### src/rtl/adc_bus_ctrl.sv
module adc_bus_ctrl #(
  parameter int DATA_W         = 8,
  parameter int RECOVER_CYCLES = 6
) (
  input  logic              clk,
  input  logic              rst_n,
  input  logic              cs_n,
  input  logic              rd_n,
  input  logic              wrrdy_i,
  input  logic              mode,
  input  logic              conv_done_i,
  input  logic [DATA_W:0]   conv_result_i,
  output logic              conv_start_o,
  output logic              rdy_pd_o,
  output logic              eoc_n_o,
  output logic              ovf_o,
  output logic              data_oe_o,
  output logic [DATA_W-1:0] data_o
);

  localparam int RW = $clog2(RECOVER_CYCLES + 2);

  logic [1:0]    cs_q, mode_q;
  logic [2:0]    rd_q, wr_q;
  logic          busy;
  logic [RW-1:0] rec_cnt;
  logic [DATA_W:0] result_q;

  always_ff @(posedge clk or negedge rst_n)
    if (!rst_n) begin
      cs_q   <= '1;
      mode_q <= '0;
      rd_q   <= '1;
      wr_q   <= '1;
    end else begin
      cs_q   <= {cs_q[0], cs_n};
      mode_q <= {mode_q[0], mode};
      rd_q   <= {rd_q[1:0], rd_n};
      wr_q   <= {wr_q[1:0], wrrdy_i};
    end

  wire sel      = ~cs_q[1];
  wire wr_mode  = mode_q[1];
  wire rd_fall  = rd_q[2] & ~rd_q[1];
  wire rd_rise  = ~rd_q[2] & rd_q[1];
  wire wr_fall  = wr_q[2] & ~wr_q[1];
  wire start_rq = sel & (wr_mode ? wr_fall : rd_fall);
  wire idle     = ~busy & (rec_cnt == '0);
  wire landed   = busy & conv_done_i;

  assign conv_start_o = start_rq & idle;

  always_ff @(posedge clk or negedge rst_n)
    if (!rst_n) begin
      busy     <= 1'b0;
      rec_cnt  <= '0;
      result_q <= '0;
      eoc_n_o  <= 1'b1;
    end else begin
      if (conv_start_o)
        busy <= 1'b1;
      else if (landed)
        busy <= 1'b0;

      if (landed)
        rec_cnt <= RW'(RECOVER_CYCLES);
      else if (rec_cnt != '0)
        rec_cnt <= rec_cnt - 1'b1;

      if (landed)
        result_q <= conv_result_i;

      if (landed)
        eoc_n_o <= 1'b0;
      else if (conv_start_o || (sel && rd_rise))
        eoc_n_o <= 1'b1;
    end

  assign rdy_pd_o  = busy & ~wr_mode;
  assign data_oe_o = ~cs_q[1] & ~rd_q[1];
  assign data_o    = result_q[DATA_W-1:0];
  assign ovf_o     = result_q[DATA_W];

endmodule

### config.mk
export PLATFORM = sky130hd
export DESIGN_NAME = adc_bus_ctrl
export DESIGN_NICKNAME = d
export VERILOG_FILES = /design/src/rtl/adc_bus_ctrl.sv
export SDC_FILE = /design/constraint.sdc
export NUM_CORES = 1
export LEC_CHECK = 0
export BUFFER_PORTS_ARGS = -buffer_cell sky130_fd_sc_hd__buf_2
export CAP_MARGIN = 40
export CORE_UTILIZATION = 45
export CTS_BUF_LIST = sky130_fd_sc_hd__clkbuf_8
export DETAILED_ROUTE_END_ITERATION = 10
export GPL_TIMING_DRIVEN = 1
export MAX_ROUTING_LAYER = met4
export PLACE_DENSITY = 0.84
export SYNTH_ARGS = -nofsm -noshare
export SYNTH_HDL_FRONTEND = slang
export SYNTH_SLANG_ARGS = --single-unit
### constraint.sdc
create_clock -name clk -period 1.5 [get_ports clk]
set_input_delay 0.075 -clock clk [delete_from_list [all_inputs] [get_ports clk]]
set_output_delay 0.075 -clock clk [all_outputs]
set_load 0.005 [all_outputs]
==> After elaboration in Yosys (flattened, before gate mapping) <==
Index checks and enable logic that the tools add are counted.
{ "totals": {"reg_bits": 24, "word_cells": 38, "inputBits": 16, "out_inout_bits": 13} }
{ "classes": {"n_bitwise": 15, "muxes": 7, "n_reduce_logical": 7, "add_sub_neg": 1} }
{ "op_table": {"columns": ["operator", "count"], "rows": [
  ["bitwise AND 1 bit", 9],
  ["2-to-1 mux 3 bit", 2],
  ["NOT 1 bit", 6],
  ["nonzero test 2 bit", 3],
  ["2-to-1 mux 1 bit", 5],
  ["logical NOT 3 bit", 1],
  ["nonzero test 3 bit", 1],
  ["subtractor 3 x 1 -> 3 bit (second input constant)", 1],
  ["logical AND 1 bit", 1],
  ["logical OR 1 bit", 1]
]} }

==> Depth between registers and ports, before layout <==
Gate-level depths: netlist of run 1.
{ "logic_depth": {"word_depth": 8, "mapped_depth": 5, "depth_no_buf": 5} }

==> Worst setup path after synthesis of run 1 <==
OpenSTA, ideal clock, no wires.
{ "synth_timing": {"kind": "reg2reg", "startpoint": "register rd_q[2]", "endpoint": "register eoc_n_o", "path_slack_ns": 0.122, "t_required_ns": 1.424, "path_stages_with_launch": 4, "t_arrival_ns": 1.301, "n_path_buf": 0, "cell_sequence": "dfstp_2 > or3b_1 > a211o_1 > a22oi_2"} }
{ "synth_via": {"elab_chain_cells": 6, "elab_cells_between_ends": 9, "cone_classes": "mux: 1; bitwise: 5; reduce/logical: 3"} }
{ "synth_lines": {"columns": ["element", "line", "source"], "rows": [
  ["start: declaration", "24", "logic [2:0] rd_q, wr_q;"],
  ["start signal: assignment", "38", "rd_q <= {rd_q[1:0], rd_n};"],
  ["bitwise AND 1 bit", "44", "wire rd_fall = rd_q[2] & ~rd_q[1];"],
  ["2-to-1 mux 1 bit", "47", "wire start_rq = sel & (wr_mode ? wr_fall : rd_fall);"],
  ["bitwise AND 1 bit", "47", null],
  ["bitwise AND 1 bit", "51", "assign conv_start_o = start_rq & idle;"],
  ["logical OR 1 bit *", "75", "else if (conv_start_o || (sel && rd_rise))"],
  ["nonzero test 2 bit (no source line) *", null, null],
  ["end signal: assignment", "58", "eoc_n_o <= 1'b1;"],
  ["end signal: assignment", "74", "eoc_n_o <= 1'b0;"],
  ["end signal: assignment", "76", "eoc_n_o <= 1'b1;"],
  ["end: declaration", "15", "output logic eoc_n_o,"]
]} }
Mark *: on every way between the ends. The rest lies on a longest branch, timed or not.
A chain may end at the register's enable or synchronous reset.

==> Worst setup path in the final report of run 1 <==
{ "layout_timing": {"startpoint": "register rd_q[2]", "endpoint": "output port conv_start_o"} }
{ "layout_via": {"elab_chain_cells": 4} }
{ "layout_lines": {"columns": ["element", "line", "source"], "rows": [
  ["bitwise AND 1 bit", "44", null],
  ["2-to-1 mux 1 bit", "47", null],
  ["bitwise AND 1 bit", "47", null],
  ["bitwise AND 1 bit", "51", null],
  ["end: declaration", "13", "output logic conv_start_o,"]
]} }
Every way passes these cells.

==> PnR_summary.wiki, run 1 <==
{| class="wikitable"
! Metric !! Value
|-
| Status || finished, violations left
|-
| Failing checks || setup timing
|-
| Max_cap viols || 0
|-
| Clock latency of the later-clocked register in the worst-skew pair || 0.25 ns
|-
| Nets in the synthesized netlist || 77
|-
| Number of cells produced by synthesis || 59
|-
| Fill cell total of the finished layout || 136
|-
| Logic pwr share || 30.1%
|-
| Flop-to-flop setup slack || -0.12 ns
|-
| Area of the core || 1780 um^2
|-
| Via count of the first global-routing pass || 560
|-
| ANT cells || 0
|-
| TritonCTS buffer count || 3
|-
| Number of synthesized flops with an enable pin || 0
|-
| Wire length of the first global-routing pass || 2350 um
|-
| Total iterations of the first detailed-routing run || 2
|-
| Total global routing overflow || 0
|-
| Effective utilization at floorplan || 49.8%
|-
| Post-layout minimum cycle time || 1.69 ns
|-
| Cell depth of the worst min-delay path || 2
|-
| Area fraction of the dominant cell type after synthesis || 42.3%
|-
| Number of pins exceeding their max-slew limit in the final report || 0
|-
| Crit path capture type || output pin
|-
| Worst setup skew after layout || 0.00476 ns
|-
| Maximum number of pins on one net before global-route repair || 25
|-
| HP Start || conv_done_i
|-
| Destination of the worst register-to-register timing path || busy
|-
| Number of library cell types mapped by synthesis || 21
|-
| Setup WS post-layout || -0.190 ns
|-
| Headroom to the max-slew limit || 66.0%
|-
| Rows || 15
|-
| Clock Tree Root || clkbuf_8
|-
| Post-Synthesis Cell Area || 887 um^2
|-
| Layout net count || 118
|-
| Number of design rule violations left after detail routing || 0
|-
| Total Wirelength || 1490 um
|-
| Post-place instance area || 1060 um^2
|-
| Clock share of power || 19.2%
|-
| Clock edge transition at the registers on the reported setup and hold paths || 0.07 ns
|-
| Launching point of the worst reg2reg path || rd_q[2]
|-
| Global-route usage over all layers || 16.7%
|-
| IO Pins || 29
|-
| CP arrival || 1.62 ns
|-
| Overall die area || 2150 um^2
|-
| Maximum achievable frequency || 592 MHz
|-
| Worst Path Class, Setup || flop to output pin
|-
| Peak fanout along the critical path || 2
|-
| Share of final-layout standard cells stronger than drive strength 1 || 55.6%
|-
| Sinks on Clock Net || 24
|-
| Die Width || 46.4 um
|-
| Largest area contributor in the synthesized netlist || dfrtp_1
|-
| Die H || 46.4 um
|-
| Mean cell area of the mapped netlist || 15.0 um^2
|-
| Last weighted congestion value of the routability-driven placer || 0.755
|-
| Worst voltage drop across the vdd grid || 0.000806 V
|-
| Number of buffers added on ports || 28
|-
| Post-route ant nets || 0
|-
| Data required time at the worst endpoint || 1.42 ns
|-
| Initial DRC Count || 4
|-
| P_int || 0.00137 W
|-
| Count of state elements after synthesis || 24
|-
| TritonCTS clock tree || built
|-
| Antenna violations before repair || 0
|-
| Largest stage delay, worst path || 0.53 ns
|-
| Overall via count from detail_route || 574
|-
| Number of hold violations in the final report || 0
|-
| Synth-to-Final Area Change || 33.7%
|-
| Synthesis Warnings || 0
|-
| Cells along the critical path || or3b_1 > a211o_1 > nor2_1 > buf_2
|-
| Power density over the cells || 1580 nW/um^2
|-
| Worst slew pin tran || 0.511 ns
|-
| Sequential-to-total area share from yosys stat || 69.0%
|-
| Wire length per cell after detailed routing || 12.0 um
|-
| Switching power of the nets || 0.000506 W
|-
| Number of levels in the clock H-tree || 1
|-
| Bufs on Longest Clock Path || 2
|-
| Count of final setup violators || 3
|-
| Share of synthesized flip-flops with an asynchronous set or reset || 100%
|-
| End of the worst hold path || rec_cnt[0]
|-
| Leading cell types by total area after synthesis || dfrtp_1 (42%), dfstp_2 (27%), mux2_2 (11%), ha_1 (2.8%), mux2i_1 (2.3%)
|-
| Critical Path Start Type || flop
|-
| Slowest cell on the critical path || dfstp_2
|-
| Fraction of power consumed by sequential logic || 50.7%
|-
| Final period util || 113%
|-
| Unrepaired setup endpoints after global routing || true
|-
| FF-to-FF path depth || 5
|-
| Average via count per standard cell || 4.63
|-
| Fraction of power spent switching nets || 26.9%
|-
| Leakage power summed over all cells || 0.577 nW
|-
| Top flip-flop cell by instance count after synthesis || dfrtp_1
|-
| Class of the tightest hold or removal check || input port to flop
|-
| Final instance area || 1190 um^2
|-
| Post-route setup TNS || -0.419 ns
|}
==> how the worst max path moves through the flow <==
| stage | cells past startpoint | slack, ns | end | startpoint |
|---|---|---|---|---|
| after floorplan | 3 | 0.12 | eoc_n_o | rd_q[2] |
| after global placement | 4 | 0.06 | conv_start_o | rd_q[2] |
| after detailed placement | 4 | 0.03 | conv_start_o | rd_q[2] |
| after CTS | 4 | -0.19 | conv_start_o | rd_q[2] |
| after global routing | 4 | -0.24 | conv_start_o | rd_q[2] |
| final | 4 | -0.19 | conv_start_o | rd_q[2] |
==> what timing repair did <==
action / CTS / global route
endpoints found under the setup margin: 1 / 3
hold buffers: 5 / 0
resized for setup: 0 / 2
hold endpoints to repair: 19 / 0
pin swaps: 1 / 0
buffers inserted: 1 / 2
==> cell usage after synthesis, types with 2 or more instances <==
master and count:
dfrtp_1 15, dfstp_2 9, mux2_2 9, nor2_1 5, ha_1 2, inv_1 2, mux2i_1 2, nand2_1 2
==> flip-flops by register name, summed over array words and instances, names as in the netlist <==
| signal | cells |
|---|---|
| rd_q | 3 |
| wr_q | 3 |
| cs_q | 2 |
| eoc_n_o | 1 |
| mode_q | 2 |
| busy | 1 |
| result_q | 9 |
| rec_cnt | 3 |
==> power groups by stage <==
stage	registers (W)	logic [W]	clock network, W
5_1_grt	0.000978	0.000645	0.000402
2_1_floorplan	0.000971	0.000298	0
3_3_place_gp	0.000952	0.000506	0
3_5_place_dp	0.000965	0.000543	0
6_report	0.000951	0.000566	0.000360
4_1_cts	0.000952	0.000557	0.000375
==> metal layers <==
layer	track usage [%]	part of all wire [%]
met1	20.9	45
met2	26.1	50
met3	2.35	4.4
met4	8.82	0.94
met5	-	0
==> per-stage QoR <==
stage | worst slack (ns) | hold slack (ns) | instances | power (W) | util (%)
floorplan | 0.122 | -0.221 | 59 | 0.00127 | -
finish | -0.190 | 0.0404 | 124 | 0.00188 | 66.5
global route | -0.243 | 0.0346 | 124 | 0.00203 | 66.5
global placement | 0.0592 | 0.0697 | 112 | 0.00146 | 59.5
CTS | -0.185 | 0.0251 | 122 | 0.00188 | 65.3
detailed placement | 0.0346 | 0.0778 | 112 | 0.00151 | 59.5
==> logic make-up after synthesis <==
kind of cell	after synthesis	share of synthesized area, %
AO/OA/AOI/OAI	5	4.37
adder cells (fa/ha/maj)	2	2.82
flip-flops	24	69.0
buffers and inverters	3	1.41
AND/OR/NAND/NOR	13	7.76
multiplexers	11	13.7
XOR/XNOR	1	0.987
==> critical path: cells and delay by family (launching register included) <==
| family | cells | cell delay [ns] |
|---|---|---|
| flops | 1 | 0.53 |
| simple gates | 2 | 0.43 |
| compound gates | 1 | 0.28 |
| buf+inv | 1 | 0.11 |
==> area by class of cell <==
cell class / instances / area [um^2] / share of cell area, %
clock buffers: 3 / 41.3 / 3.48
clock inverters: 1 / 3.75 / 0.316
inverters: 2 / 7.51 / 0.633
multi-input cells: 32 / 267 / 22.5
flip-flops and latches: 24 / 612 / 51.6
well taps: 25 / 31.3 / 2.64
repair buffers: 37 / 224 / 18.9
==> cells in the final DEF, fill, tap and decap left out <==
cell	instances
buf_4	3
clkbuf_8	3
inv_1	3
nor2_1	5
nand2b_1	1
nor3b_1	1
o21bai_1	1
nand2_1	2
mux2i_1	1
ha_1	2
o21ai_0	1
mux2i_2	1
buf_6	1
a211o_1	1
dlygate4sd3_1	5
nor2b_1	1
and2_0	1
buf_2	28
a22oi_2	1
a21oi_1	1
or3b_1	1
xnor2_1	1
dfstp_2	9
dfrtp_1	15
mux2_2	9
nand3b_1	1
Power figures use the tool's default switching activity.
==> inputs of run 2 (changes only) <==
--- a/config.mk
+++ b/config.mk
@@ -12,7 +12,7 @@
 export DETAILED_ROUTE_END_ITERATION = 10
 export GPL_TIMING_DRIVEN = 1
 export MAX_ROUTING_LAYER = met4
-export PLACE_DENSITY = 0.84
+export PLACE_DENSITY = 0.78
 export SYNTH_ARGS = -nofsm -noshare
 export SYNTH_HDL_FRONTEND = slang
 export SYNTH_SLANG_ARGS = --single-unit
==> run 2 against run 1 <==
Compared with the run above:
- the flow still finishes with violations (setup timing)
- non-clock buffer count decreased by 2
- total power up 9.3%
- cell count shrank 1.6%
- sequential share of layout area is 0.16 points lower
- global-route usage is 0.24 points lower
- first-iteration DRC count is 100% lower
- sequential power increased by 0.5%
- count of clock-buffer cells in the layout is the same
- wire length down 4.2%
- largest cell class unchanged
==> PnR_summary.wiki, run 2 (same netlist as run 1, synthesis figures left out) <==
{| class="wikitable"
! Metric !! Value
|-
| Setup WS post-layout || -0.211 ns (-0.0205 ns)
|-
| Fraction of power spent switching nets || 25.5% (-1.4 points)
|-
| Initial DRC Count || 0 (-4)
|-
| Most frequent standard cell in the layout excluding fill and tap cells || buf_2
|-
| Fill cell total of the finished layout || 144 (+5.9%)
|-
| Data required time at the worst endpoint || 1.42 ns (about the same)
|-
| Launching point of the worst reg2reg path || rd_q[2]
|-
| IO Pins || 29 (unchanged)
|-
| Bufs on Longest Clock Path || 2 (unchanged)
|-
| Maximum number of pins on one net before global-route repair || 25 (unchanged)
|-
| Switching power of the nets || 0.000523 W (+3.4%)
|-
| Status || finished, violations left
|-
| Clock share of power || 27.2% (+8.0 points)
|-
| Number of levels in the clock H-tree || 1 (unchanged)
|-
| Number of pins exceeding their max-slew limit in the final report || 0 (unchanged)
|-
| Final instance area || 1190 um^2 (+0.32%)
|-
| ANT cells || 0 (unchanged)
|-
| Layout net count || 116 (-1.7%)
|-
| Failing checks || setup timing
|-
| Worst voltage drop across the vdd grid || 0.000892 V (+11%)
|-
| Global-route usage over all layers || 16.5% (-0.24 points)
|-
| CP arrival || 1.64 ns (+0.02 ns)
|-
| Overall die area || 2150 um^2 (unchanged)
|-
| Headroom to the max-slew limit || 66.3% (+0.37 points)
|-
| Max_cap viols || 0 (unchanged)
|-
| TritonCTS clock tree || built
|-
| PostCTS Resize Cnt || 0 (unchanged)
|-
| Post-route ant nets || 0 (unchanged)
|-
| Crit path capture type || output pin
|-
| Total global routing overflow || 0 (unchanged)
|-
| Average via count per standard cell || 4.58 (-1.0%)
|-
| Class of the tightest hold or removal check || input port to flop
|-
| Leakage power summed over all cells || 0.570 nW (-1.1%)
|-
| Total design power || 0.00205 W (+9.3%)
|-
| Worst setup skew after layout || 0.000970 ns (-0.00379 ns)
|-
| Unrepaired setup endpoints after global routing || true
|-
| Effective utilization at floorplan || 49.8% (unchanged)
|-
| Commonest cells after routing, fill and taps aside || buf_2 (28), dfrtp_1 (15), mux2_2 (9), dfstp_2 (9)
|-
| Rows || 15 (unchanged)
|-
| Synth-to-Final Area Change || 34.1%
|-
| Number of hold violations in the final report || 0 (unchanged)
|-
| Fraction of power consumed by sequential logic || 46.6% (-4.1 points)
|-
| Number of design rule violations left after detail routing || 0 (unchanged)
|-
| Area of the core || 1780 um^2 (unchanged)
|-
| Worst Path Class, Setup || flop to output pin
|-
| Sinks on Clock Net || 24 (unchanged)
|-
| Last weighted congestion value of the routability-driven placer || 0.800 (+5.9%)
|-
| Via count of the first global-routing pass || 554 (-1.1%)
|-
| P_int || 0.00153 W (+11%)
|-
| Final period util || 114% (+1.4 points)
|-
| End-of-flow core utilization || 66.7% (+0.21 points)
|-
| Wire length of the first global-routing pass || 2240 um (-5.0%)
|-
| Post-layout minimum cycle time || 1.71 ns (+0.0205 ns)
|-
| Launch point of the critical path || rd_q[2]
|-
| Die Width || 46.4 um (unchanged)
|-
| Clock latency of the later-clocked register in the worst-skew pair || 0.27 ns (+0.02 ns)
|-
| Clock Tree Root || clkbuf_8
|-
| Die H || 46.4 um (unchanged)
|-
| Number of flip-flops in the largest register || 9 (unchanged)
|-
| TritonCTS buffer count || 3 (unchanged)
|-
| Critical Path Start Type || flop
|-
| Number of buffers added on ports || 28 (unchanged)
|-
| Most flops, register || result_q
|-
| Share of final-layout standard cells stronger than drive strength 1 || 54.6% (-0.92 points)
|-
| Total Wirelength || 1430 um (-4.2%)
|-
| Count of final setup violators || 1 (-2)
|-
| Overall via count from detail_route || 559 (-2.6%)
|-
| Maximum achievable frequency || 584 MHz (-1.2%)
|-
| Antenna violations before repair || 0 (unchanged)
|-
| HP Start || conv_done_i
|-
| Worst slew pin tran || 0.505 ns (-0.00549 ns)
|-
| Post-place instance area || 1060 um^2 (unchanged)
|-
| Peak fanout along the critical path || 2 (unchanged)
|-
| Logic pwr share || 26.2% (-3.9 points)
|-
| Power density over the cells || 1720 nW/um^2 (+8.9%)
|-
| Wire length per cell after detailed routing || 11.7 um (-2.6%)
|-
| Total iterations of the first detailed-routing run || 1 (-1)
|-
| Clock edge transition at the registers on the reported setup and hold paths || 0.08 ns (about the same)
|}
## run 2: critical path, cell delays in order (launching register included)
cell	delay [ns]
dfstp_2	0.53
or3b_1	0.33
a211o_1	0.28
nor2_1	0.10
buf_2	0.13
## run 2: worst paths after layout
path	end	slack (ns)	cells after the start
worst max register to register	eoc_n_o	0.01	4
worst max-delay path	conv_start_o	-0.21	4
worst min-delay path	rec_cnt[0]	0.01	2
worst min register to register	mode_q[1]	0.35	0
max in group asynchronous	cs_q[0]	0.83	2
min in group asynchronous	busy	0.31	2
## run 2: area by class of cell
cell class | count | area (um^2) | share of cell area [%]
Clock buffer | 3 | 41.3 | 3.47
Clock inverter | 1 | 30.0 | 2.52
Tap cell | 25 | 31.3 | 2.63
Sequential cell | 24 | 612 | 51.4
Multi-Input combinational cell | 32 | 263 | 22.1
Timing Repair Buffer | 35 | 205 | 17.2
Inverter | 2 | 7.51 | 0.631
## run 2: power groups by stage
| stage | clock network (W) | logic, W | registers, W |
|---|---|---|---|
| 2_1_floorplan | 0 | 0.000298 | 0.000971 |
| 3_3_place_gp | 0 | 0.000501 | 0.000957 |
| 3_5_place_dp | 0 | 0.000525 | 0.000968 |
| 4_1_cts | 0.000577 | 0.000550 | 0.000959 |
| 5_1_grt | 0.000591 | 0.000617 | 0.000983 |
| 6_report | 0.000557 | 0.000538 | 0.000956 |
## run 2: per-stage QoR
step	hold WS, ns	cells	setup TNS (ns)	setup slack [ns]
floorplan	-0.221	59	0	0.122
global placement	0.0668	112	0	0.0584
detailed placement	0.0734	112	0	0.0212
CTS	0.00767	122	-0.219	-0.219
global route	0.0172	122	-0.345	-0.253
finish	0.0135	122	-0.211	-0.211
## run 2: what timing repair did
item                                    4_1_cts  5_1_grt
hold buffers                                  5        0
endpoints found under the setup margin        1        3
hold endpoints to repair                     19        0
pin swaps                                     1        0
setup buffers                                 1        0
## run 2: layer usage
layer	wire length, um	vias to the layer above	track usage [%]	share of wire (%)
met5	0	-	-	0
met4	44	0	12.4	3.1
met3	57	5	3.53	4.0
met2	704	18	26.4	49
met1	621	264	17.6	43
li1	-	272	-	-
==> inputs of run 3 (changes only) <==
--- a/config.mk
+++ b/config.mk
@@ -12,7 +12,7 @@
 export DETAILED_ROUTE_END_ITERATION = 10
 export GPL_TIMING_DRIVEN = 1
 export MAX_ROUTING_LAYER = met4
-export PLACE_DENSITY = 0.78
+export PLACE_DENSITY = 0.72
 export SYNTH_ARGS = -nofsm -noshare
 export SYNTH_HDL_FRONTEND = slang
 export SYNTH_SLANG_ARGS = --single-unit
==> run 3 against run 2 <==
Compared with the run above:
- the run still ends with setup timing left
- first-iteration DRC count grew 1
- combinational power decreased by 2%
- global-route usage decreased by 0.64 points
- cell area fell by 1.4%
- fmax is 1.1% higher
- non-clock buffer count unchanged
- core utilization shrank 0.91 points
- critical path type unchanged
==> PnR_summary.wiki, run 3 (same netlist as run 1, synthesis figures left out) <==
{| class="wikitable"
! Metric !! Value
|-
| Final std cells w/o fill || 122 (unchanged)
|-
| Overall die area || 2150 um^2 (unchanged)
|-
| Crit path capture type || output pin
|-
| Clock latency of the later-clocked register in the worst-skew pair || 0.26 ns (about the same)
|-
| Average via count per standard cell || 4.67 (+2.0%)
|-
| Post-route ant nets || 0 (unchanged)
|-
| Unrepaired setup endpoints after global routing || true
|-
| Post-layout minimum cycle time || 1.69 ns (-0.0191 ns)
|-
| Total Wirelength || 1390 um (-3.0%)
|-
| Wire length of the first global-routing pass || 2190 um (-2.1%)
|-
| Synth-to-Final Area Change || 32.3%
|-
| CP arrival || 1.62 ns (-0.02 ns)
|-
| Setup WS post-layout || -0.192 ns (+0.0191 ns)
|-
| Area of the core || 1780 um^2 (unchanged)
|-
| Number of levels in the clock H-tree || 1 (unchanged)
|-
| Effective utilization at floorplan || 49.8% (unchanged)
|-
| Status || finished, violations left
|-
| Commonest cells after routing, fill and taps aside || buf_2 (28), dfrtp_1 (15), mux2_2 (9), dfstp_2 (9)
|-
| Worst voltage drop across the vdd grid || 0.00121 V (+36%)
|-
| Maximum achievable frequency || 591 MHz (+1.1%)
|-
| TritonCTS buffer count || 3 (unchanged)
|-
| Number of design rule violations left after detail routing || 0 (unchanged)
|-
| Critical Path Start Type || flop
|-
| Layout net count || 116 (unchanged)
|-
| Peak fanout along the critical path || 2 (unchanged)
|-
| Number of hold violations in the final report || 0 (unchanged)
|-
| Via count of the first global-routing pass || 519 (-6.3%)
|-
| Die Width || 46.4 um (unchanged)
|-
| Flop-to-flop setup slack || -0.04 ns (-0.05 ns)
|-
| Rows || 15 (unchanged)
|-
| Wire length per cell after detailed routing || 11.4 um (-3.0%)
|-
| ANT cells || 0 (unchanged)
|-
| Bufs on Longest Clock Path || 2 (unchanged)
|-
| Worst Path Class, Setup || flop to output pin
|-
| Post-place instance area || 1060 um^2 (unchanged)
|-
| Most flops, register || result_q
|-
| IO Pins || 29 (unchanged)
|-
| Final instance area || 1170 um^2 (-1.4%)
|-
| Clock edge transition at the registers on the reported setup and hold paths || 0.08 ns (about the same)
|-
| Failing checks || setup timing
|-
| Number of placed instances, taps included || 112 (unchanged)
|-
| Most frequent standard cell in the layout excluding fill and tap cells || buf_2
|-
| Number of flip-flops in the largest register || 9 (unchanged)
|-
| Power density over the cells || 1630 nW/um^2 (-5.5%)
|-
| Max_cap viols || 0 (unchanged)
|-
| Class of the tightest hold or removal check || input port to flop
|-
| PostCTS Resize Cnt || 0 (unchanged)
|-
| Dpl hpwl || 975 um
|-
| Total global routing overflow || 0 (unchanged)
|-
| Sinks on Clock Net || 24 (unchanged)
|-
| Worst slew pin tran || 0.501 ns (-0.00414 ns)
|-
| Overall via count from detail_route || 570 (+2.0%)
|-
| TritonCTS clock tree || built
|-
| Number of buffers added on ports || 28 (unchanged)
|-
| Antenna violations before repair || 0 (unchanged)
|-
| Share of final-layout standard cells stronger than drive strength 1 || 54.6% (unchanged)
|-
| Data required time at the worst endpoint || 1.42 ns (about the same)
|-
| Count of final setup violators || 2 (+1)
|-
| Initial DRC Count || 1 (+1)
|-
| Clock Tree Root || clkbuf_8
|-
| Total iterations of the first detailed-routing run || 2 (+1)
|-
| Final period util || 113% (-1.3 points)
|-
| Worst setup skew after layout || 0.00266 ns (+0.00169 ns)
|-
| Global-route usage over all layers || 15.9% (-0.64 points)
|-
| Headroom to the max-slew limit || 66.6% (+0.28 points)
|-
| Number of pins exceeding their max-slew limit in the final report || 0 (unchanged)
|-
| Last weighted congestion value of the routability-driven placer || 0.719 (-10%)
|-
| Maximum number of pins on one net before global-route repair || 25 (unchanged)
|-
| Leakage power summed over all cells || 0.564 nW (-1.2%)
|-
| Die H || 46.4 um (unchanged)
|}
[run 3: changes by cell type in the layout (fill, tap and decap cells not counted)]
| cell | previous run | this run |
|---|---|---|
| clkbuf_8 | 3 | 4 |
| bufinv_16 | 1 | 0 |
[run 3: area by class of cell]
class	count	area [um^2]
fill	150	609
timing repair buffer	35	205
clock buffer	4	55.1
multi-input combinational	32	263
sequential	24	612
inverter	2	7.51
tap	25	31.3
[run 3: path summary, 6_finish.rpt]
kind,cells after the start,startpoint,end
worst max-delay path,4,rd_q[2],conv_start_o
worst min-delay path,2,conv_done_i,rec_cnt[0]
worst max register to register,4,rd_q[2],eoc_n_o
worst min register to register,0,cs_q[0],cs_q[1]
max in group asynchronous,2,rst_n,wr_q[1]
min in group asynchronous,2,rst_n,busy
[run 3: what timing repair did]
item                                    in CTS  in global routing
buffers inserted                             1                  1
pin swaps                                    1                  1
endpoints found under the setup margin       1                  3
hold buffers                                 5                  0
cloned                                       0                  0
endpoints found under the hold margin       19                  0
[run 3: metrics by stage]
step                      total power [W]  worst slack, ns  utilization, %  hold slack [ns]  setup TNS, ns
after detailed placement          0.00150           0.0384            59.5           0.0712              0
final                             0.00191           -0.192            65.8           0.0165         -0.230
after global routing              0.00206           -0.257            65.8           0.0149         -0.391
after global placement            0.00146           0.0580            59.5           0.0659              0
after floorplan                   0.00127            0.122               -           -0.221              0
after CTS                         0.00194           -0.192            65.8           0.0139         -0.196
[run 3: where the power goes]
group | leakage, nW | internal [W] | total [W] | switching (W)
clock network | 0.0288 | 0.000234 | 0.000421 | 0.000188
registers | 0.276 | 0.000857 | 0.000961 | 0.000104
logic | 0.259 | 0.000310 | 0.000529 | 0.000219
[run 3: routing by layer]
metal | vias to the layer above | share of wire [%] | GRT usage, % | routed length, um
met5 | - | 0 | - | 0
met4 | 0 | 0.72 | 5.29 | 10
met3 | 2 | 5.8 | 7.06 | 80
met2 | 17 | 50 | 24.7 | 698
met1 | 278 | 43 | 18.0 | 595
li1 | 273 | - | - | -
[run 3: worst max-delay path: stages, from the launching register on]
cell,delay (ns)
dfstp_2,0.53
or3b_1,0.34
a211o_1,0.29
nor2_1,0.09
buf_2,0.11
